`config.mk`:
```
export PLATFORM = sky130hd
export DESIGN_NAME = seg_xlat_unit
export DESIGN_NICKNAME = d
export VERILOG_FILES = /design/src/rtl/xlat_pkg.sv /design/src/rtl/xlat_seg_table.sv /design/src/rtl/xlat_check.sv /design/src/rtl/xlat_resp.sv /design/src/rtl/seg_xlat_unit.sv
export SDC_FILE = /design/constraint.sdc
export NUM_CORES = 1
export LEC_CHECK = 0
export BUFFER_PORTS_ARGS = -buffer_cell sky130_fd_sc_hd__buf_4
export CAP_MARGIN = 0
export CELL_PAD_IN_SITES_DETAIL_PLACEMENT = 0
export CELL_PAD_IN_SITES_GLOBAL_PLACEMENT = 1
export CORE_ASPECT_RATIO = 1.25
export CORE_MARGIN = 2
export CORE_UTILIZATION = 56
export DETAILED_ROUTE_END_ITERATION = 12
export PLACE_DENSITY_LB_ADDON = 0.05
export SLEW_MARGIN = 20
export SYNTH_ARGS = -nofsm -noshare
export SYNTH_HDL_FRONTEND = slang
export SYNTH_SLANG_ARGS = --single-unit
```
`constraint.sdc`:
```
create_clock -name clk_i -period 7.65 [get_ports clk_i]
set_clock_uncertainty 0.05 [all_clocks]
set_input_delay 0.3825 -clock clk_i [delete_from_list [all_inputs] [get_ports clk_i]]
set_output_delay 0.3825 -clock clk_i [all_outputs]
set_load 0.005 [all_outputs]
```
`src/rtl/xlat_pkg.sv`:
```
package xlat_pkg;
  localparam int ACC_W  = 8;
  localparam int LEN_W  = 8;
  localparam int BASE_W = 16;
  localparam int OFF_W  = 8;

  typedef struct packed {
    logic [ACC_W-1:0]  acc;
    logic [LEN_W-1:0]  len;
    logic [BASE_W-1:0] base;
  } seg_entry_t;

  typedef enum logic [1:0] {
    RES_OK   = 2'd0,
    RES_SEGF = 2'd1,
    RES_ADRF = 2'd2
  } xlat_res_e;
endpackage

```
`src/rtl/xlat_seg_table.sv`:
```
module xlat_seg_table
  import xlat_pkg::*;
#(
  parameter int NUM_ENT = 8,
  parameter int IDX_W   = 3
) (
  input  logic             clk_i,
  input  logic             rst_ni,
  input  logic             wr_en_i,
  input  logic             wr_block_i,
  input  logic [IDX_W-1:0] wr_idx_i,
  input  seg_entry_t       wr_entry_i,
  input  logic [IDX_W-1:0] rd_idx_i,
  output seg_entry_t       rd_entry_o
);
  seg_entry_t [NUM_ENT-1:0] tbl_q;
  logic                     wr_go;

  assign wr_go = wr_en_i && !wr_block_i;

  always_ff @(posedge clk_i or negedge rst_ni) begin
    if (!rst_ni) begin
      tbl_q <= '0;
    end else if (wr_go) begin
      for (int i = 0; i < NUM_ENT; i++) begin
        if (int'(wr_idx_i) == i) tbl_q[i] <= wr_entry_i;
      end
    end
  end

  always_comb begin
    rd_entry_o = '0;
    if (int'(rd_idx_i) < NUM_ENT) rd_entry_o = tbl_q[rd_idx_i];
  end

  // a colliding write leaves the table unchanged
  a_r8_blocked_write: assert property (@(posedge clk_i) disable iff (!rst_ni)
    (wr_en_i && wr_block_i) |=> $stable(tbl_q));
  // an accepted write lands in the indexed entry
  a_r9_write_lands: assert property (@(posedge clk_i) disable iff (!rst_ni)
    wr_go |=> (tbl_q[$past(wr_idx_i)] == $past(wr_entry_i)));
endmodule

```
`src/rtl/xlat_check.sv`:
```
module xlat_check
  import xlat_pkg::*;
(
  input  seg_entry_t        entry_i,
  input  logic              in_range_i,
  input  logic [OFF_W-1:0]  off_i,
  output xlat_res_e         res_o,
  output logic [BASE_W-1:0] paddr_o
);
  always_comb begin
    if (!in_range_i || entry_i.acc == '0) res_o = RES_SEGF;
    else if (LEN_W'(off_i) >= entry_i.len) res_o = RES_ADRF;
    else res_o = RES_OK;
    paddr_o = entry_i.base + BASE_W'(off_i);
  end
endmodule

```
`src/rtl/xlat_resp.sv`:
```
module xlat_resp
  import xlat_pkg::*;
(
  input  logic              clk_i,
  input  logic              rst_ni,
  input  logic              req_valid_i,
  input  xlat_res_e         res_i,
  input  logic [BASE_W-1:0] paddr_i,
  output logic              done_o,
  output logic              seg_fault_o,
  output logic              addr_fault_o,
  output logic [BASE_W-1:0] paddr_o
);
  always_ff @(posedge clk_i or negedge rst_ni) begin
    if (!rst_ni) begin
      done_o       <= 1'b0;
      seg_fault_o  <= 1'b0;
      addr_fault_o <= 1'b0;
      paddr_o      <= '0;
    end else begin
      done_o       <= req_valid_i && (res_i == RES_OK);
      seg_fault_o  <= req_valid_i && (res_i == RES_SEGF);
      addr_fault_o <= req_valid_i && (res_i == RES_ADRF);
      paddr_o      <= (req_valid_i && res_i == RES_OK) ? paddr_i : '0;
    end
  end

  a_r7_one_outcome: assert property (@(posedge clk_i) disable iff (!rst_ni)
    req_valid_i |=> $onehot({done_o, seg_fault_o, addr_fault_o}));
  a_r7_no_spurious: assert property (@(posedge clk_i) disable iff (!rst_ni)
    !req_valid_i |=> !(done_o || seg_fault_o || addr_fault_o));
  a_r3_paddr_zero: assert property (@(posedge clk_i) disable iff (!rst_ni)
    !done_o |-> (paddr_o == '0));
endmodule

```
`src/rtl/seg_xlat_unit.sv`:
```
module seg_xlat_unit
  import xlat_pkg::*;
#(
  parameter int NUM_SEG = 4,
  parameter int SEG_W   = 4,
  localparam int NUM_ENT = 2 * NUM_SEG,
  localparam int IDX_W   = $clog2(NUM_ENT)
) (
  input  logic              clk_i,
  input  logic              rst_ni,
  input  logic              wr_en_i,
  input  logic [IDX_W-1:0]  wr_idx_i,
  input  logic [ACC_W-1:0]  wr_acc_i,
  input  logic [LEN_W-1:0]  wr_len_i,
  input  logic [BASE_W-1:0] wr_base_i,
  input  logic              req_valid_i,
  input  logic              req_priv_i,
  input  logic [SEG_W-1:0]  req_seg_i,
  input  logic [OFF_W-1:0]  req_off_i,
  output logic              done_o,
  output logic [BASE_W-1:0] paddr_o,
  output logic              seg_fault_o,
  output logic              addr_fault_o
);
  seg_entry_t        wr_entry, rd_entry;
  logic [IDX_W-1:0]  rd_idx;
  logic              in_range;
  xlat_res_e         res;
  logic [BASE_W-1:0] paddr_c;

  assign wr_entry = '{acc: wr_acc_i, len: wr_len_i, base: wr_base_i};
  assign in_range = int'(req_seg_i) < NUM_SEG;
  // upper half for privileged mode
  assign rd_idx   = IDX_W'(int'(req_seg_i) + (req_priv_i ? NUM_SEG : 0));

  xlat_seg_table #(.NUM_ENT(NUM_ENT), .IDX_W(IDX_W)) u_table (
    .clk_i      (clk_i),
    .rst_ni     (rst_ni),
    .wr_en_i    (wr_en_i),
    .wr_block_i (req_valid_i),
    .wr_idx_i   (wr_idx_i),
    .wr_entry_i (wr_entry),
    .rd_idx_i   (rd_idx),
    .rd_entry_o (rd_entry)
  );

  xlat_check u_check (
    .entry_i    (rd_entry),
    .in_range_i (in_range),
    .off_i      (req_off_i),
    .res_o      (res),
    .paddr_o    (paddr_c)
  );

  xlat_resp u_resp (
    .clk_i        (clk_i),
    .rst_ni       (rst_ni),
    .req_valid_i  (req_valid_i),
    .res_i        (res),
    .paddr_i      (paddr_c),
    .done_o       (done_o),
    .seg_fault_o  (seg_fault_o),
    .addr_fault_o (addr_fault_o),
    .paddr_o      (paddr_o)
  );

  a_r4_seg_range: assert property (@(posedge clk_i) disable iff (!rst_ni)
    (req_valid_i && int'(req_seg_i) >= NUM_SEG) |=> seg_fault_o);
  a_r5_priority: assert property (@(posedge clk_i) disable iff (!rst_ni)
    addr_fault_o |-> !seg_fault_o && $past(in_range));
endmodule

```
==> impl_metrics.toml, run 1 <==
[timing]
post-route-period-util_pct = 46.5
finalCriticalPeriod_ns = 3.56
hold_viol = 0
rsz0062_at_grt = "false"
setup-tns-final_ns = 0
timing.hold.ws_ns = 0.0512
max_slew_margin_pct = 30.4
worstMarginPinSlew_ns = 1.04
max_freq_mhz = 281
setup_violations = 0
slew_viol_final = 0

[routing]
finalWirelength_microns = 27200
ant_nets = 0
vias = 7265
wl_per_cell_microns = 22.6
drtIter0Drc = 478
first_pass_iters = 4
drcViolationCount = 0
viasPerCell = 6.03

[power]
switchingPower_mw = 1.06
p_leak_nw = 6.33
power_frac_clock_pct = 34.3
power_density_mw_per_mm2 = 290
switching_share_pct = 25.2
comb_power_share_pct = 19.3
seq_power_share_pct = 46.4
ir_drop_v = 0.000209
p_int_mw = 3.13

[clocking]
clkSlewWorstSetupHoldPaths_ns = 0.07
cts_tree = "built"
cts_setup_buffers = 0
clock_latency_ns = 0.53
cts.path.max_buffers = 3
ctsHoldBuffers = 1
cts_htree_levels = 1
cts-root-buf = "clkbuf_16"
cts.sinks = 275
post_cts_resized = 0
cts_buffers = 28

[global_routing]
grt_pass1_vias = 7953
grt-ovfl-total = 0
grt_antenna_before_repair = 0
grt.total_usage_pct = 24.4
grt_max_degree = 142
grt_pass1_wl_microns = 43700

[yosys]
synth.most_common_cell = "dfrtp_1"
ys.flop_type = "dfrtp_1"
synth_area_per_cell_sq_um = 15.1
ys_seq_area_share_pct = 55.2
synth_area_leaders = "dfrtp_1 55%, mux2_2 23%, mux4_2 8.8%, ha_1 1.6%, mux2i_1 1.6%"
synth_cell_types = 53
yosys.area.top_type = "dfrtp_1"
syn_area_sq_mm = 0.0125
synth_edf_count = 0
ys_ff_latch = 275
synth_cells = 826
yosysWarningCount = 0
postSynth.asyncResetShare_pct = 100
synthTopCellsByCount = "275 x dfrtp_1, 256 x mux2_2, 49 x mux4_2"
post-synth-top-area-fraction_pct = 55.2
syn_nets = 895

[worst_setup_path]
slowest_stage = "buf_4"
rr_startpoint = "u_table.tbl_q[245]"
reg2reg_to = "u_resp.paddr_o[13]"
crit_top_cell = "buf_4"
critPathLaunchType = "primary input"
crit_arrival_ns = 3.92
ff2ff_setup_slack_ns = 4.66
worstPathRequired_ns = 8.01
path_class = "primary input to flip-flop"
path_cells = "buf_4 > buf_4 > mux4_2 > mux2i_1 > ha_1 > a2111oi_0 > o211a_1 > o21ai_1 > buf_4 > nor4b_1"
cp_slowest_stage_delay_ns = 0.63
crit_path_end_kind = "flip-flop"
crit_path_end = "u_resp.paddr_o[13]"
critPathMaxFanout = 34
crit_path_start = "req_seg_i[0]"
ff2ff_path_depth = 8

[final_layout]
drive_gt1_share_pct = 49.2
diodes = 0
syn2layout_area_growth_pct = 15.5
fin_nets = 969

[die]
die_h_microns = 171
start_util_pct = 56.5
row_count = 61
coreArea_sq_mm = 0.0221
dieArea_sq_mm = 0.0235
pin_count = 71
die_w_microns = 137

[run]
drv_cap = 0

[worst_hold_path]
hp-start = "req_seg_i[3]"
hold_path.class = "primary input to flip-flop"

[place]
numPortBuffers = 70
place_congestion = 0.815
place_hpwl_microns = 17000

[status]
status = "finished clean"
==> layout make-up <==
cell class	instances	area, sq um
inverter	5	18.8
timing repair buffer	86	696
clock buffer	40	867
fill	1617	7650
multi-input combinational	504	5450
sequential	275	6880
tap	283	354
clock inverter	11	136
==> worst max-delay path: cells and delay by family <==
family                     cells  cell delay (ns)
AOI/OAI and AO/OA              3             0.98
adders and majority gates      1             0.27
buffers and inverters          3             1.19
muxes                          2             0.74
and+or+nand+nor                1             0.32
==> layer usage <==
layer / part of all wire, % / global-route usage (%) / vias up
met4: 1.2 / 4.84 / 0
met1: 43 / 33.3 / 3856
met2: 51 / 42.1 / 140
li1: - / - / 3243
met5: 0 / 0 / -
met3: 4.0 / 3.35 / 26
==> cell families after synthesis <==
kind of cell    Yosys count  synth area share, %
fa+ha+maj                17                 1.77
buf+inv                  47                 1.54
simple gates            115                 4.86
compound gates           38                 2.35
xor+xnor                  9                0.752
flops                   275                 55.2
mux                     325                 33.6
==> through the flow <==
step	instance area (sq um)	total power, mW	utilization (%)	worst slack, ns	cells
floorplan	12500	2.51	-	3.96	826
global placement	13300	2.70	60.5	3.68	1150
detailed placement	13400	2.77	60.6	3.56	1151
CTS	14400	4.22	65.2	4.10	1203
global route	14400	4.40	65.3	3.72	1204
finish	14400	4.18	65.3	4.09	1204
==> state kept, by name, indices dropped and copies added (netlist names) <==
signal / count
u_resp.paddr_o: 16
u_resp.addr_fault_o: 1
u_table.tbl_q: 256
u_resp.done_o: 1
u_resp.seg_fault_o: 1
==> placed cells by master (no fill, tap or decap), types with 3 or more instances in the layout <==
master | netlist | final
a21o_1 | 3 | 3
a21oi_1 | 4 | 4
a22oi_1 | 3 | 3
and3_1 | 3 | 3
buf_4 | 1 | 82
bufinv_16 | 0 | 3
clkbuf_16 | 0 | 29
clkbuf_8 | 0 | 10
clkinv_2 | 0 | 6
dfrtp_1 | 275 | 275
ha_1 | 16 | 16
inv_1 | 5 | 5
mux2_2 | 256 | 256
mux2i_1 | 20 | 20
mux4_2 | 49 | 49
nand2_1 | 45 | 45
nand3_1 | 8 | 8
nor2_1 | 6 | 4
nor3_1 | 12 | 9
nor3_2 | 0 | 3
nor3b_1 | 4 | 4
nor4_1 | 18 | 17
nor4b_1 | 4 | 4
o21a_1 | 3 | 3
o21ai_0 | 6 | 6
or4_1 | 4 | 4
xor2_1 | 5 | 5
==> power groups by stage <==
stage	sequential (mW)	combinational [mW]	clock, mW
floorplan	1.90	0.607	0
global placement	1.93	0.775	0
detailed placement	1.96	0.812	0
CTS	1.94	0.817	1.47
global route	1.97	0.891	1.54
finish	1.94	0.809	1.44
==> worst min path at each step <==
stage | endpoint | cells after the start
2_1_floorplan | u_resp.addr_fault_o | 0
3_3_place_gp | u_table.tbl_q[31] | 1
3_5_place_dp | u_table.tbl_q[152] | 1
4_1_cts | u_resp.seg_fault_o | 2
5_1_grt | u_resp.seg_fault_o | 2
6_report | u_resp.seg_fault_o | 2
No activity file was read; power rests on OpenSTA's default activity.
==> run 2, diff against run 1 <==
CORE_UTILIZATION = 52   (was 56)
clock period = 3.4 ns   (was 7.65 ns; I/O delays follow)
==> run 2 against run 1 <==
- cell count up 4.3%
- largest power group unchanged
- via count up 2.1%
- non-clock buffer count is 43 higher
- sequential power is 120% higher
- combinational power grew 130%
==> impl_metrics.toml, run 2 (synthesized netlist as in run 1, its figures left out) <==
[status]
status = "finished clean"

[timing]
setup-tns-final_ns = 0
hold_viol = 0
post-route-period-util_pct = 84.9
finalCriticalPeriod_ns = 2.89
worstMarginPinSlew_ns = 0.807
max_freq_mhz = 346
setup_violations = 0
rsz0062_at_grt = "false"
layout_setup_ws_ns = 0.514
max_slew_margin_pct = 45.9
slew_viol_final = 0

[final_layout]
reg_top3 = "u_table.tbl_q: 256 flops, u_resp.paddr_o: 16 flops"
most-common-layout-cells = "275 x dfrtp_1, 256 x mux2_2, 90 x buf_4"
final_common_cell = "dfrtp_1"
largest_reg_flops = 256
fin_nets = 1012
largest_register = "u_table.tbl_q"
drive_gt1_share_pct = 47.9
syn2layout_area_growth_pct = 18.4
final_util_pct = 62.4
diodes = 0

[routing]
wl_per_cell_microns = 22.4
vias = 7419
finalWirelength_microns = 28200
viasPerCell = 5.91
ant_nets = 0
first_pass_iters = 4
drcViolationCount = 0
drtIter0Drc = 386

[worst_setup_path]
rr_startpoint = "u_table.tbl_q[85]"
worstPathRequired_ns = 3.76
ff2ff_path_depth = 9
reg2reg_to = "u_resp.paddr_o[13]"
critPathLaunchType = "flip-flop"
crit_path_end_kind = "flip-flop"
crit_arrival_ns = 3.25
critPathMaxFanout = 17
path_class = "flip-flop to flip-flop"
ff2ff_setup_slack_ns = 0.51

[clocking]
post_cts_resized = 0
cts-root-buf = "clkbuf_16"
cts_setup_buffers = 0
ctsHoldBuffers = 35
cts.sinks = 275
cts_buffers = 28
clkSlewWorstSetupHoldPaths_ns = 0.06
clock_latency_ns = 0.54
cts_htree_levels = 1
cts_tree = "built"
cts.path.max_buffers = 3

[global_routing]
grt_max_degree = 111
grt-ovfl-total = 0
grt_antenna_before_repair = 0
grt_pass1_vias = 8290
grt.total_usage_pct = 23.5
grt_pass1_wl_microns = 45400

[worst_hold_path]
whs_path_depth = 3
hold_path_end = "u_resp.paddr_o[0]"
hp-start = "req_off_i[0]"
hold_path.class = "primary input to flip-flop"

[place]
place_hpwl_microns = 18300
numPortBuffers = 70
place_congestion = 0.812
dp_slack_ns = 0.268

[power]
p_leak_nw = 6.50
ir_drop_v = 0.000454
power_density_mw_per_mm2 = 632

[die]
pin_count = 71
die_h_microns = 177
start_util_pct = 52.7
dieArea_sq_mm = 0.0252
row_count = 63
coreArea_sq_mm = 0.0236
die_w_microns = 143

[run]
drv_cap = 0
run 2: changes by cell type in the layout (fill, tap and decap cells not counted), sizes merged:
| cell | before | now |
|---|---|---|
| bufinv | 3 | 2 |
| dlygate4sd3 | 1 | 35 |
| buf | 85 | 94 |
| clkinvlp | 1 | 0 |
| clkbuf | 40 | 37 |
| clkinv | 6 | 11 |
run 2: worst max-delay path, stage by stage (launching register included):
cell and delay [ns]:
dfrtp_1 0.39, mux4_2 0.46, mux2i_1 0.15, ha_1 0.26, a2111oi_0 0.48, nand2_1 0.10, o21ai_0 0.15, o21ai_1 0.12
buf_4 0.23, nor4b_1 0.35
run 2: report_power, final:
group / total, mW / internal [mW] / leakage (nW) / switching, mW
clock: 3.10 / 1.85 / 0.485 / 1.25
combinational: 1.86 / 1.09 / 2.61 / 0.778
sequential: 4.36 / 4.00 / 3.40 / 0.367
run 2: metal layers:
layer | wire (microns) | up-vias | track usage, %
li1 | - | 3319 | -
met1 | 12400 | 3935 | 32.4
met2 | 14500 | 135 | 40.7
met3 | 888 | 30 | 2.52
met4 | 385 | 0 | 5.07
met5 | 0 | - | 0
run 2: through the flow:
stage          hold slack, ns  total power [mW]  cells  area [sq um]
2_1_floorplan          -0.176              5.65    826         12500
3_3_place_gp            0.156              6.11   1170         13500
3_5_place_dp            0.179              6.26   1170         13500
4_1_cts                0.0381              9.43   1256         14800
5_1_grt                0.0751              9.82   1256         14800
6_report               0.0596              9.33   1256         14800
run 2: cell type report:
type | instances | area (sq um)
timing repair buffer | 129 | 1100
fill | 1781 | 8880
clock buffer | 37 | 826
sequential | 275 | 6880
tap | 292 | 365
inverter | 5 | 18.8
clock inverter | 14 | 124
multi-input combinational | 504 | 5450
run 2: worst max path at each step:
| stage | from | to | depth (start not counted) |
|---|---|---|---|
| after floorplan | req_seg_i[0] | u_resp.paddr_o[10] | 14 |
| after global placement | req_seg_i[0] | u_resp.paddr_o[7] | 11 |
| after detailed placement | req_seg_i[0] | u_resp.paddr_o[13] | 11 |
| after CTS | u_table.tbl_q[85] | u_resp.paddr_o[13] | 9 |
| after global routing | u_table.tbl_q[245] | u_resp.paddr_o[12] | 9 |
| final | u_table.tbl_q[85] | u_resp.paddr_o[13] | 9 |
